$ cat src/rtl/bdo_pkg.sv
// Package: shared constants and the Baudot-to-ASCII table for the decoder.
// The table is indexed by {figures, code} and returns 0 for codes
// that carry no character.
package bdo_pkg;

    localparam int CODE_W = 5;
    localparam int CHAR_W = 7;
    localparam int IDX_W  = CODE_W + 1;

    localparam logic [CODE_W-1:0] CODE_TO_FIG = 5'o33;
    localparam logic [CODE_W-1:0] CODE_TO_LTR = 5'o37;

    // Returns the ASCII character for one table index; zero means unassigned.
    function automatic logic [CHAR_W-1:0] bdo_lookup(input logic [IDX_W-1:0] idx);
        logic [CHAR_W-1:0] ch;
        case (idx)
            // letters set
            6'd1:  ch = 7'h54;  6'd2:  ch = 7'h0D;  6'd3:  ch = 7'h4F;  6'd4:  ch = 7'h20;
            6'd5:  ch = 7'h48;  6'd6:  ch = 7'h4E;  6'd7:  ch = 7'h4D;  6'd8:  ch = 7'h0A;
            6'd9:  ch = 7'h4C;  6'd10: ch = 7'h52;  6'd11: ch = 7'h47;  6'd12: ch = 7'h49;
            6'd13: ch = 7'h50;  6'd14: ch = 7'h43;  6'd15: ch = 7'h56;  6'd16: ch = 7'h45;
            6'd17: ch = 7'h5A;  6'd18: ch = 7'h44;  6'd19: ch = 7'h42;  6'd20: ch = 7'h53;
            6'd21: ch = 7'h59;  6'd22: ch = 7'h46;  6'd23: ch = 7'h58;  6'd24: ch = 7'h41;
            6'd25: ch = 7'h57;  6'd26: ch = 7'h4A;  6'd28: ch = 7'h55;  6'd29: ch = 7'h51;
            6'd30: ch = 7'h4B;
            // figures set
            6'd33: ch = 7'h35;  6'd34: ch = 7'h0D;  6'd35: ch = 7'h39;  6'd36: ch = 7'h20;
            6'd37: ch = 7'h23;  6'd38: ch = 7'h2C;  6'd39: ch = 7'h2E;  6'd40: ch = 7'h0A;
            6'd41: ch = 7'h29;  6'd42: ch = 7'h34;  6'd43: ch = 7'h26;  6'd44: ch = 7'h38;
            6'd45: ch = 7'h30;  6'd46: ch = 7'h3A;  6'd47: ch = 7'h3B;  6'd48: ch = 7'h33;
            6'd49: ch = 7'h22;  6'd50: ch = 7'h24;  6'd51: ch = 7'h3F;  6'd52: ch = 7'h07;
            6'd53: ch = 7'h36;  6'd54: ch = 7'h21;  6'd55: ch = 7'h2F;  6'd56: ch = 7'h2D;
            6'd57: ch = 7'h32;  6'd58: ch = 7'h27;  6'd60: ch = 7'h37;  6'd61: ch = 7'h31;
            6'd62: ch = 7'h28;
            default: ch = '0;
        endcase
        return ch;
    endfunction

endpackage

$ cat src/rtl/bdo_shift_track.sv
// Shift tracker: holds the letters/figures state.
// It flags whether the pending code is one of the two shift codes.
// Assumes shift_apply pulses only on the cycle a shift code completes.
module bdo_shift_track #(
    parameter int CODE_W = bdo_pkg::CODE_W,
    parameter logic [CODE_W-1:0] FIG_CODE = bdo_pkg::CODE_TO_FIG,
    parameter logic [CODE_W-1:0] LTR_CODE = bdo_pkg::CODE_TO_LTR
) (
    input  logic              clk,
    input  logic              rst_n,
    input  logic [CODE_W-1:0] code,
    input  logic              shift_apply,
    output logic              is_shift,
    output logic              fig_mode
);

    // Decode the two reserved shift codes.
    always_comb begin
        is_shift = (code == FIG_CODE) || (code == LTR_CODE);
    end

    // Update the active set when a shift code completes.
    always_ff @(posedge clk) begin
        if (!rst_n) begin
            fig_mode <= 1'b0;
        end else if (shift_apply) begin
            fig_mode <= (code == FIG_CODE);
        end
    end

    // The mode moves only on a completing shift code.
    p_mode_only_on_shift_r4: assert property (@(posedge clk) disable iff (!rst_n)
        !shift_apply |=> $stable(fig_mode));

endmodule

$ cat src/rtl/bdo_xlate.sv
// Translator: looks up the ASCII character for {mode, code}.
// It reports whether the code emits anything.
// It is purely combinational and assumes the code is held in a register upstream.
module bdo_xlate #(
    parameter int CODE_W = bdo_pkg::CODE_W,
    parameter int CHAR_W = bdo_pkg::CHAR_W,
    localparam int IDX_W = CODE_W + 1
) (
    input  logic              fig_mode,
    input  logic [CODE_W-1:0] code,
    input  logic              is_shift,
    output logic [CHAR_W-1:0] ascii,
    output logic              emits
);

    logic [IDX_W-1:0] idx;

    // Form the table index with the mode as its top bit.
    always_comb begin
        idx = {fig_mode, code};
    end

    // Look up the character; shift codes and zero entries do not emit.
    always_comb begin
        ascii = bdo_pkg::bdo_lookup(idx);
        emits = !is_shift && (ascii != '0);
    end

endmodule

$ cat src/rtl/bdo_ctrl.sv
// Controller: holds the pending code, the done flag and the output handshake.
// A load takes priority over completion.
// A completion takes priority over a clear pulse.
// Assumes code_emits and code_is_shift describe buf_code.
module bdo_ctrl #(
    parameter int CODE_W = bdo_pkg::CODE_W
) (
    input  logic              clk,
    input  logic              rst_n,
    input  logic              load_req,
    input  logic              clr_req,
    input  logic [CODE_W-1:0] load_code,
    input  logic              code_emits,
    input  logic              code_is_shift,
    input  logic              ch_ready,
    output logic [CODE_W-1:0] buf_code,
    output logic              pending,
    output logic              done,
    output logic              ch_valid,
    output logic              shift_apply
);

    logic finish;

    // Decide whether the pending code completes on this edge.
    always_comb begin
        ch_valid    = pending && code_emits;
        finish      = pending && !load_req && (code_emits ? ch_ready : 1'b1);
        shift_apply = finish && code_is_shift;
    end

    // Update the code buffer, the pending bit and the done flag.
    always_ff @(posedge clk) begin
        if (!rst_n) begin
            buf_code <= '0;
            pending  <= 1'b0;
            done     <= 1'b0;
        end else if (load_req) begin
            buf_code <= load_code;
            pending  <= 1'b1;
            done     <= 1'b0;
        end else if (finish) begin
            pending  <= 1'b0;
            done     <= 1'b1;
        end else if (clr_req) begin
            done     <= 1'b0;
        end
    end

    // A load leaves a pending code and a clear flag.
    p_load_clears_r2: assert property (@(posedge clk) disable iff (!rst_n)
        load_req |=> pending && !done);

    // An offered character never coexists with a set flag.
    p_valid_flag_low_r6: assert property (@(posedge clk) disable iff (!rst_n)
        ch_valid |-> !done);

    // A stalled character keeps its code.
    p_stall_holds_r6: assert property (@(posedge clk) disable iff (!rst_n)
        ch_valid && !ch_ready && !load_req |=> ch_valid && $stable(buf_code));

    // An accepted character sets the flag.
    p_accept_sets_done_r7: assert property (@(posedge clk) disable iff (!rst_n)
        ch_valid && ch_ready && !load_req |=> done && !pending);

endmodule

$ cat src/rtl/baudot_tx_decoder.sv
// Top: decodes the I/O pulses, ties the controller, shift tracker and
// translator together, and answers the skip test.
// Assumes one load per code and a downstream stage that obeys ready/valid.
module baudot_tx_decoder #(
    parameter int DATA_W = 18,
    parameter int CODE_W = bdo_pkg::CODE_W,
    parameter int CHAR_W = bdo_pkg::CHAR_W
) (
    input  logic              clk,
    input  logic              rst_n,
    input  logic [2:0]        iot_pulse,
    input  logic [DATA_W-1:0] iot_data,
    output logic              iot_skip,
    output logic              done_flag,
    output logic              fig_mode,
    output logic              ch_valid,
    input  logic              ch_ready,
    output logic [CHAR_W-1:0] ch_data
);

    logic              load_req;
    logic              clr_req;
    logic [CODE_W-1:0] buf_code;
    logic              pending;
    logic              is_shift;
    logic              emits;
    logic              shift_apply;
    logic              unused_hi;

    // Split the pulse bits into requests.
    always_comb begin
        load_req  = iot_pulse[2];
        clr_req   = iot_pulse[1];
        iot_skip  = iot_pulse[0] && done_flag;
        unused_hi = ^iot_data[DATA_W-1:CODE_W];
    end

    bdo_ctrl #(.CODE_W(CODE_W)) i_ctrl (
        .clk           (clk),
        .rst_n         (rst_n),
        .load_req      (load_req),
        .clr_req       (clr_req),
        .load_code     (iot_data[CODE_W-1:0]),
        .code_emits    (emits),
        .code_is_shift (is_shift),
        .ch_ready      (ch_ready),
        .buf_code      (buf_code),
        .pending       (pending),
        .done          (done_flag),
        .ch_valid      (ch_valid),
        .shift_apply   (shift_apply)
    );

    bdo_shift_track #(.CODE_W(CODE_W)) i_shift (
        .clk         (clk),
        .rst_n       (rst_n),
        .code        (buf_code),
        .shift_apply (shift_apply),
        .is_shift    (is_shift),
        .fig_mode    (fig_mode)
    );

    bdo_xlate #(.CODE_W(CODE_W), .CHAR_W(CHAR_W)) i_xlate (
        .fig_mode (fig_mode),
        .code     (buf_code),
        .is_shift (is_shift),
        .ascii    (ch_data),
        .emits    (emits)
    );

    // A pending shift code is never offered downstream.
    p_shift_silent_r4: assert property (@(posedge clk) disable iff (!rst_n)
        pending && is_shift |-> !ch_valid);

endmodule

$ cat config.mk
export PLATFORM = sky130hd
export DESIGN_NAME = baudot_tx_decoder
export DESIGN_NICKNAME = d
export VERILOG_FILES = /design/src/rtl/bdo_pkg.sv /design/src/rtl/bdo_shift_track.sv /design/src/rtl/bdo_xlate.sv /design/src/rtl/bdo_ctrl.sv /design/src/rtl/baudot_tx_decoder.sv
export SDC_FILE = /design/constraint.sdc
export NUM_CORES = 1
export LEC_CHECK = 0
export BUFFER_PORTS_ARGS = -buffer_cell sky130_fd_sc_hd__buf_2
export CORE_AREA = 5 5 62 64
export CTS_CLUSTER_DIAMETER = 100
export DETAILED_ROUTE_END_ITERATION = 6
export DIE_AREA = 0 0 67 69
export PLACE_DENSITY = 0.64
export SETUP_SLACK_MARGIN = 0.1
export SLEW_MARGIN = 40
export SYNTH_ARGS = -nofsm -noshare
export SYNTH_HDL_FRONTEND = slang
export SYNTH_SLANG_ARGS = --single-unit
$ cat constraint.sdc
create_clock -name clk -period 2.6 [get_ports clk]
set_input_delay 0.13 -clock clk [delete_from_list [all_inputs] [get_ports clk]]
set_output_delay 0.13 -clock clk [all_outputs]
set_load 0.01 [all_outputs]
## Word-level counts from Yosys, hierarchy flattened

Memory sizes are Yosys's and may differ from the RTL's.
Index checks and enable logic that the tools add are counted.

| word-level totals | value |
|---|---|
| register bits | 8 |
| bits in latches | 0 |
| RAM bits | 0 |
| bits in read-only memories | 448 |
| bits of input ports | 24 |
| word-level logic and storage cells | 26 |
| memories | 1 |

Memory list:

| memory | depth | width | rd ports | clocked after Yosys merged registers in | write ports | RTL line | source |
|---|---|---|---|---|---|---|---|
| (no name shown) | 64 | 7 | 1 | 0 | 0 | bdo_pkg.sv:16 | `case (idx)` |

| cells by class | value |
|---|---|
| add/sub/neg operators | 0 |
| $mul | 0 |
| divide/modulo/power cells | 0 |
| order comparisons | 0 |
| equality and inequality tests | 2 |
| shift operators | 0 |
| mux-type cells | 5 |
| bitwise operators | 1 |
| reductions and logical operators | 13 |

Operators by type and width:

| operator | count |
|---|---|
| $eq 5x5->1 const B | 2 |
| $reduce_bool 7->1 | 1 |
| $logic_and 1x1->1 | 6 |
| $mux 1 | 5 |
| $reduce_bool 2->1 | 2 |
| $logic_not 1->1 | 2 |
| $reduce_or 2->1 | 1 |
| $logic_or 1x1->1 | 1 |
| $not 1->1 | 1 |

## Logic depth before layout (Yosys ltp)

| depth | value |
|---|---|
| depth after elaboration | 8 |
| depth in mapped cells | 9 |
| mapped depth without buffers | 8 |

## By module

A second synthesis with hierarchy kept.

| second synthesis, totals | value |
|---|---|
| cells, all modules | 164 |
| area, all modules | 1255.0 µm² |

Modules (own cells, without submodules):

| module | times used | cells each | area each (µm²) |
|---|---|---|---|
| bdo_xlate | 1 | 131 | 903.4 |
| bdo_ctrl | 1 | 27 | 291.5 |
| bdo_shift_track | 1 | 5 | 53.8 |
| baudot_tx_decoder | 1 | 1 | 6.3 |

## Worst setup path after synthesis

OpenSTA, ideal clock, no wires.

| timing | value |
|---|---|
| kind | reg2reg |
| start | reg i_ctrl.buf_code[1] |
| end | reg i_ctrl.done |
| setup time | 0.118 ns |
| arrival time | 2.256 ns |
| setup slack | 0.226 ns |
| cell stages (with the launch flop) | 10 |
| clock period less this slack | 2.374 ns |
| cells stage by stage | dfxtp_1 > buf_2 > inv_1 > ha_1 > or2_1 > a311o_1 > o221a_1 > o211ai_2 > nor4_4 > o2111a_1 |

| between the ends | value |
|---|---|
| cells in the longest elaborated chain, start to end | 7 |
| elaborated cells between the ends (all ways) | 11 |
| classes of those cells | eq/ne (2); mux (2); reduce/logical (6); memory (1) |

RTL lines:

| element | RTL line | source |
|---|---|---|
| start: declaration | bdo_ctrl.sv:16 | `output logic [CODE_W-1:0] buf_code,` |
| start signal: assignment | bdo_ctrl.sv:39 | `buf_code <= load_code;` |
| branches (longest 3 deep; another with $mem_v2 64x7) | n/a |  |
| $logic_and 1x1->1 (*) | bdo_xlate.sv:26 | `emits = !is_shift && (ascii != '0);` |
| $mux 1 (*) | bdo_ctrl.sv:28 | `finish = pending && !load_req && (code_emits ? ch_ready : 1'b1);` |
| $logic_and 1x1->1 (*) | bdo_ctrl.sv:28 |  |
| $mux 1 or $reduce_bool 2->1 (tied branches) | n/a |  |
| end signal: assignment | bdo_ctrl.sv:41 | `done <= 1'b0;` |
| end signal: assignment | bdo_ctrl.sv:44 | `done <= 1'b1;` |
| end signal: assignment | bdo_ctrl.sv:46 | `done <= 1'b0;` |
| end: declaration | bdo_ctrl.sv:18 | `output logic done,` |

Every way passes the cells marked *.
A chain may end at the register's enable or synchronous reset.

## Final worst setup path

| timing | value |
|---|---|
| start | reg i_ctrl.buf_code[0] |
| end | out ch_valid |

| between the ends | value |
|---|---|
| cells in the longest elaborated chain, start to end | 5 |
| elaborated cells between the ends (all ways) | 8 |
| classes of those cells | eq/ne (2); reduce/logical (5); memory (1) |

RTL lines:

| element | RTL line | source |
|---|---|---|
| branches (longest 3 deep; another with $mem_v2 64x7) | n/a |  |
| $logic_and 1x1->1 (*) | bdo_xlate.sv:26 |  |
| $logic_and 1x1->1 (*) | bdo_ctrl.sv:27 | `ch_valid = pending && code_emits;` |
| end: declaration | baudot_tx_decoder.sv:16 | `output logic ch_valid,` |

Marks and branches as above.

==> summary.md <==
| Metric | Value |
|---|---|
| Initial antenna violation count | 0 |
| Dominant synthesized flop cell | dfxtp_1 |
| Nets | 231 |
| Total Neg Setup Slack | 0 ns |
| I/O Pins | 35 |
| Arrival @ worst endpoint | about 2.3 ns |
| Area growth syn-to-layout | 26.0% |
| Die Area | 4620 sq um |
| Hold Vio Cnt, Final | 0 |
| DRC | 0 |
| Drt wl/cell | 15.3 um |
| Slew HR | 70.8% |
| Final Slew Violations | 0 |
| Layout cells sized above 1 | 37.1% |
| Min-delay src | iot_data[4] |
| Worst min path class | in2reg |
| First-pass GRT wire length | 6.03 mm |
| Min Tclk post-route | roughly 2.4 ns |
| Clock Skew | approximately 0.0032 ns |
| Pre-CTS setup slack | around 0.16 ns |
| Synth cell types | 50 |
| CP max FO | 12 |
| Global-route usage over all layers | ~16% |
| Endpoints failing setup | 0 |
| FF-to-FF Start | i_ctrl.buf_code[1]$_SDFFE_PN0P_ |
| Post-synth EDFFs | 0 |
| Avg Vias per Cell | ~5.7 |
| Asr flop ratio synth | 0% |
| Type of origin of the critical path | flop |
| Syn Std Cell Area | 1360 sq um |
| Post-synthesis register bit count | 8 |
| Net count after synthesis | 204 |
| WHS Endpoint | i_ctrl.buf_code[4]$_SDFFE_PN0P_ |
| DRT Pass-1 Iters | 5 |
| Vert. Die Dim | 69 um |
| Synthesis warning total | 0 |
| Worst EP required | 2.47 ns |
| WS Path Type | reg2out |
| TritonCTS Buffers | 3 |
| Total wire length | 3.68 mm |
| Grt ovf | 0 |
| Hold Crit Depth | 3 |
| FILL cells | 321 |
| Seq/Total Area, Yosys | 11.8% |
| Vias after detailed routing | between 1000 and 1500 |
| Largest net degree at the start of global routing | 33 |
| GP Congestion | 0.895 |
| Antenna fix cells | 0 |
| Unrepaired setup endpoints after global routing | no |
| H-tree Lvls | 1 |
| Vias in the first global route | 1270 |
| Reg2Reg Depth | 8 |
| Status | completed |
| Worst-path clk slew | 0.05 ns |
| Clk_lat worst skew | 0.24 ns |
| Max Freq | 420 MHz |
| Flop2flop setup slack | slightly below 0.5 ns |
| Worst Tran Pin Value | 0.436 ns |
| CTS sink count | 8 |
| Reg2reg end | i_ctrl.done$_SDFFE_PP0P_ |
| DP Wirelength | approximately 2.8 mm |
| CP Launch Point | i_ctrl.buf_code[0]$_SDFFE_PN0P_ |
| Final setup margin | 0.219 ns |
| Period utilization | 91.6% |
| 1st-iter DRT viols | about 160 |
| Core ar. | 3230 sq um |
| Max-cap violations | 0 |
| Die width | 67 um |
| Total power divided by cell area | about 290 nW/um^2 |
| Clock root cell | clkbuf_4 |
| CTS tree | built |
| I/O Buffers | 21 |
| Clock buffer depth | 2 |
| FP Rows | 21 |
| Initial Util | 42.1% |
| Leakage | 0.686 nW |
| Worst VDD drop | ~240 uV |
| Post-route ant nets | 0 |
| Nature of the critical path endpoint | output pin |
| Mean cell area of the mapped netlist | 8.06 sq um |
| Mapped Cells | between 150 and 200 |
[state kept, by name, summed over array words and instances, names as in the netlist]
signal            flops
i_ctrl.buf_code       5
i_ctrl.done           1
i_ctrl.pending        1
i_shift.fig_mode      1
[Yosys cell counts (3+ instances only)]
cell type   n  area (sq um)
nand2_1    14          52.6
mux2i_1    13           130
nor2b_1    12          75.1
ha_1       11           138
inv_1       9          33.8
a211oi_1    8          60.1
dfxtp_1     8           160
nand2b_1    8          50.1
a21oi_1     7          35.0
nor2_1      7          26.3
nor3_1      6          30.0
o21ai_0     6          30.0
buf_2       5          25.0
buf_6       5          56.3
o21ai_1     3          15.0
[kinds of logic after synthesis]
family                     Yosys count  synth area share, %
AOI/OAI and AO/OA                   45                 25.9
xor gates and xnor gates             1                 1.20
DFF                                  8                 11.8
muxes                               16                 12.9
and+or+nand+nor                     64                 26.6
buffers and inverters               24                 11.6
adders and majority gates           11                 10.1
[timing repair]
action / in CTS / in global routing
gates resized for setup: 6 / 35
hold buffers: 0 / 0
setup buffers: 0 / 3
endpoints found under the setup margin: 1 / 1
pin swaps: 3 / 11
[worst max-delay path, cell delays in order, from the launching register on]
cell	delay (ns)
dfxtp_4	0.36
buf_12	0.15
ha_4	0.17
nor2b_1	0.14
a211oi_1	0.21
o221a_1	0.27
o211ai_2	0.14
nor4_4	0.35
nor2_1	0.07
buf_2	0.14
[report_power, final]
part / leakage [nW] / switching [mW] / total, mW / internal (mW)
Sequential: 0.0691 / 0.0134 / 0.141 / 0.128
Clock: 0.0138 / 0.0362 / 0.0886 / 0.0524
Combinational: 0.603 / 0.139 / 0.265 / 0.126
[layer usage]
layer	global-route usage [%]	vias up	part of all wire, %
met5	0	-	0
met3	0.812	4	4.7
li1	-	671	-
met4	4.95	0	1.2
met2	26.7	35	53
met1	21.3	648	41
[metrics by stage]
stage / instances / util [%] / hold WS [ns] / power (mW) / area (sq um)
finish: 240 / 53.1 / 0.146 / 0.495 / 1720
detailed placement: 234 / 46.2 / 0.404 / 0.371 / 1490
CTS: 237 / 47.5 / 0.142 / 0.470 / 1540
global route: 240 / 53.1 / 0.164 / 0.534 / 1720
global placement: 234 / 46.2 / 0.385 / 0.367 / 1490
floorplan: 169 / - / 0.258 / 0.315 / 1360
[how the worst max path moves through the flow]
stage,endpoint,cells past startpoint
global route,ch_valid,9
CTS,ch_valid,9
floorplan,i_ctrl.done$_SDFFE_PP0P_,9
detailed placement,ch_valid,9
global placement,ch_valid,9
finish,ch_valid,9
[cells in the final DEF, fill, tap and decap left out, types with 5 or more instances in the layout]
cell / n
buf_2: 21
inv_1: 7
dfxtp_4: 5
o21ai_0: 5
mux2i_1: 13
a21oi_1: 7
nand2b_1: 8
nor2b_1: 12
buf_4: 11
nand2_1: 14
nor2_1: 7
a211oi_1: 7
[cell type report]
cell class / instances / area, sq um / share of cell area [%]
clock buffer: 3 / 22.5 / 1.31
inverter: 10 / 45.0 / 2.63
multi-input combinational: 137 / 1150 / 67.2
sequential: 8 / 179 / 10.4
tap: 46 / 57.6 / 3.36
timing repair buffer: 36 / 259 / 15.1
Note: power is estimated with default switching activity, not from simulation.
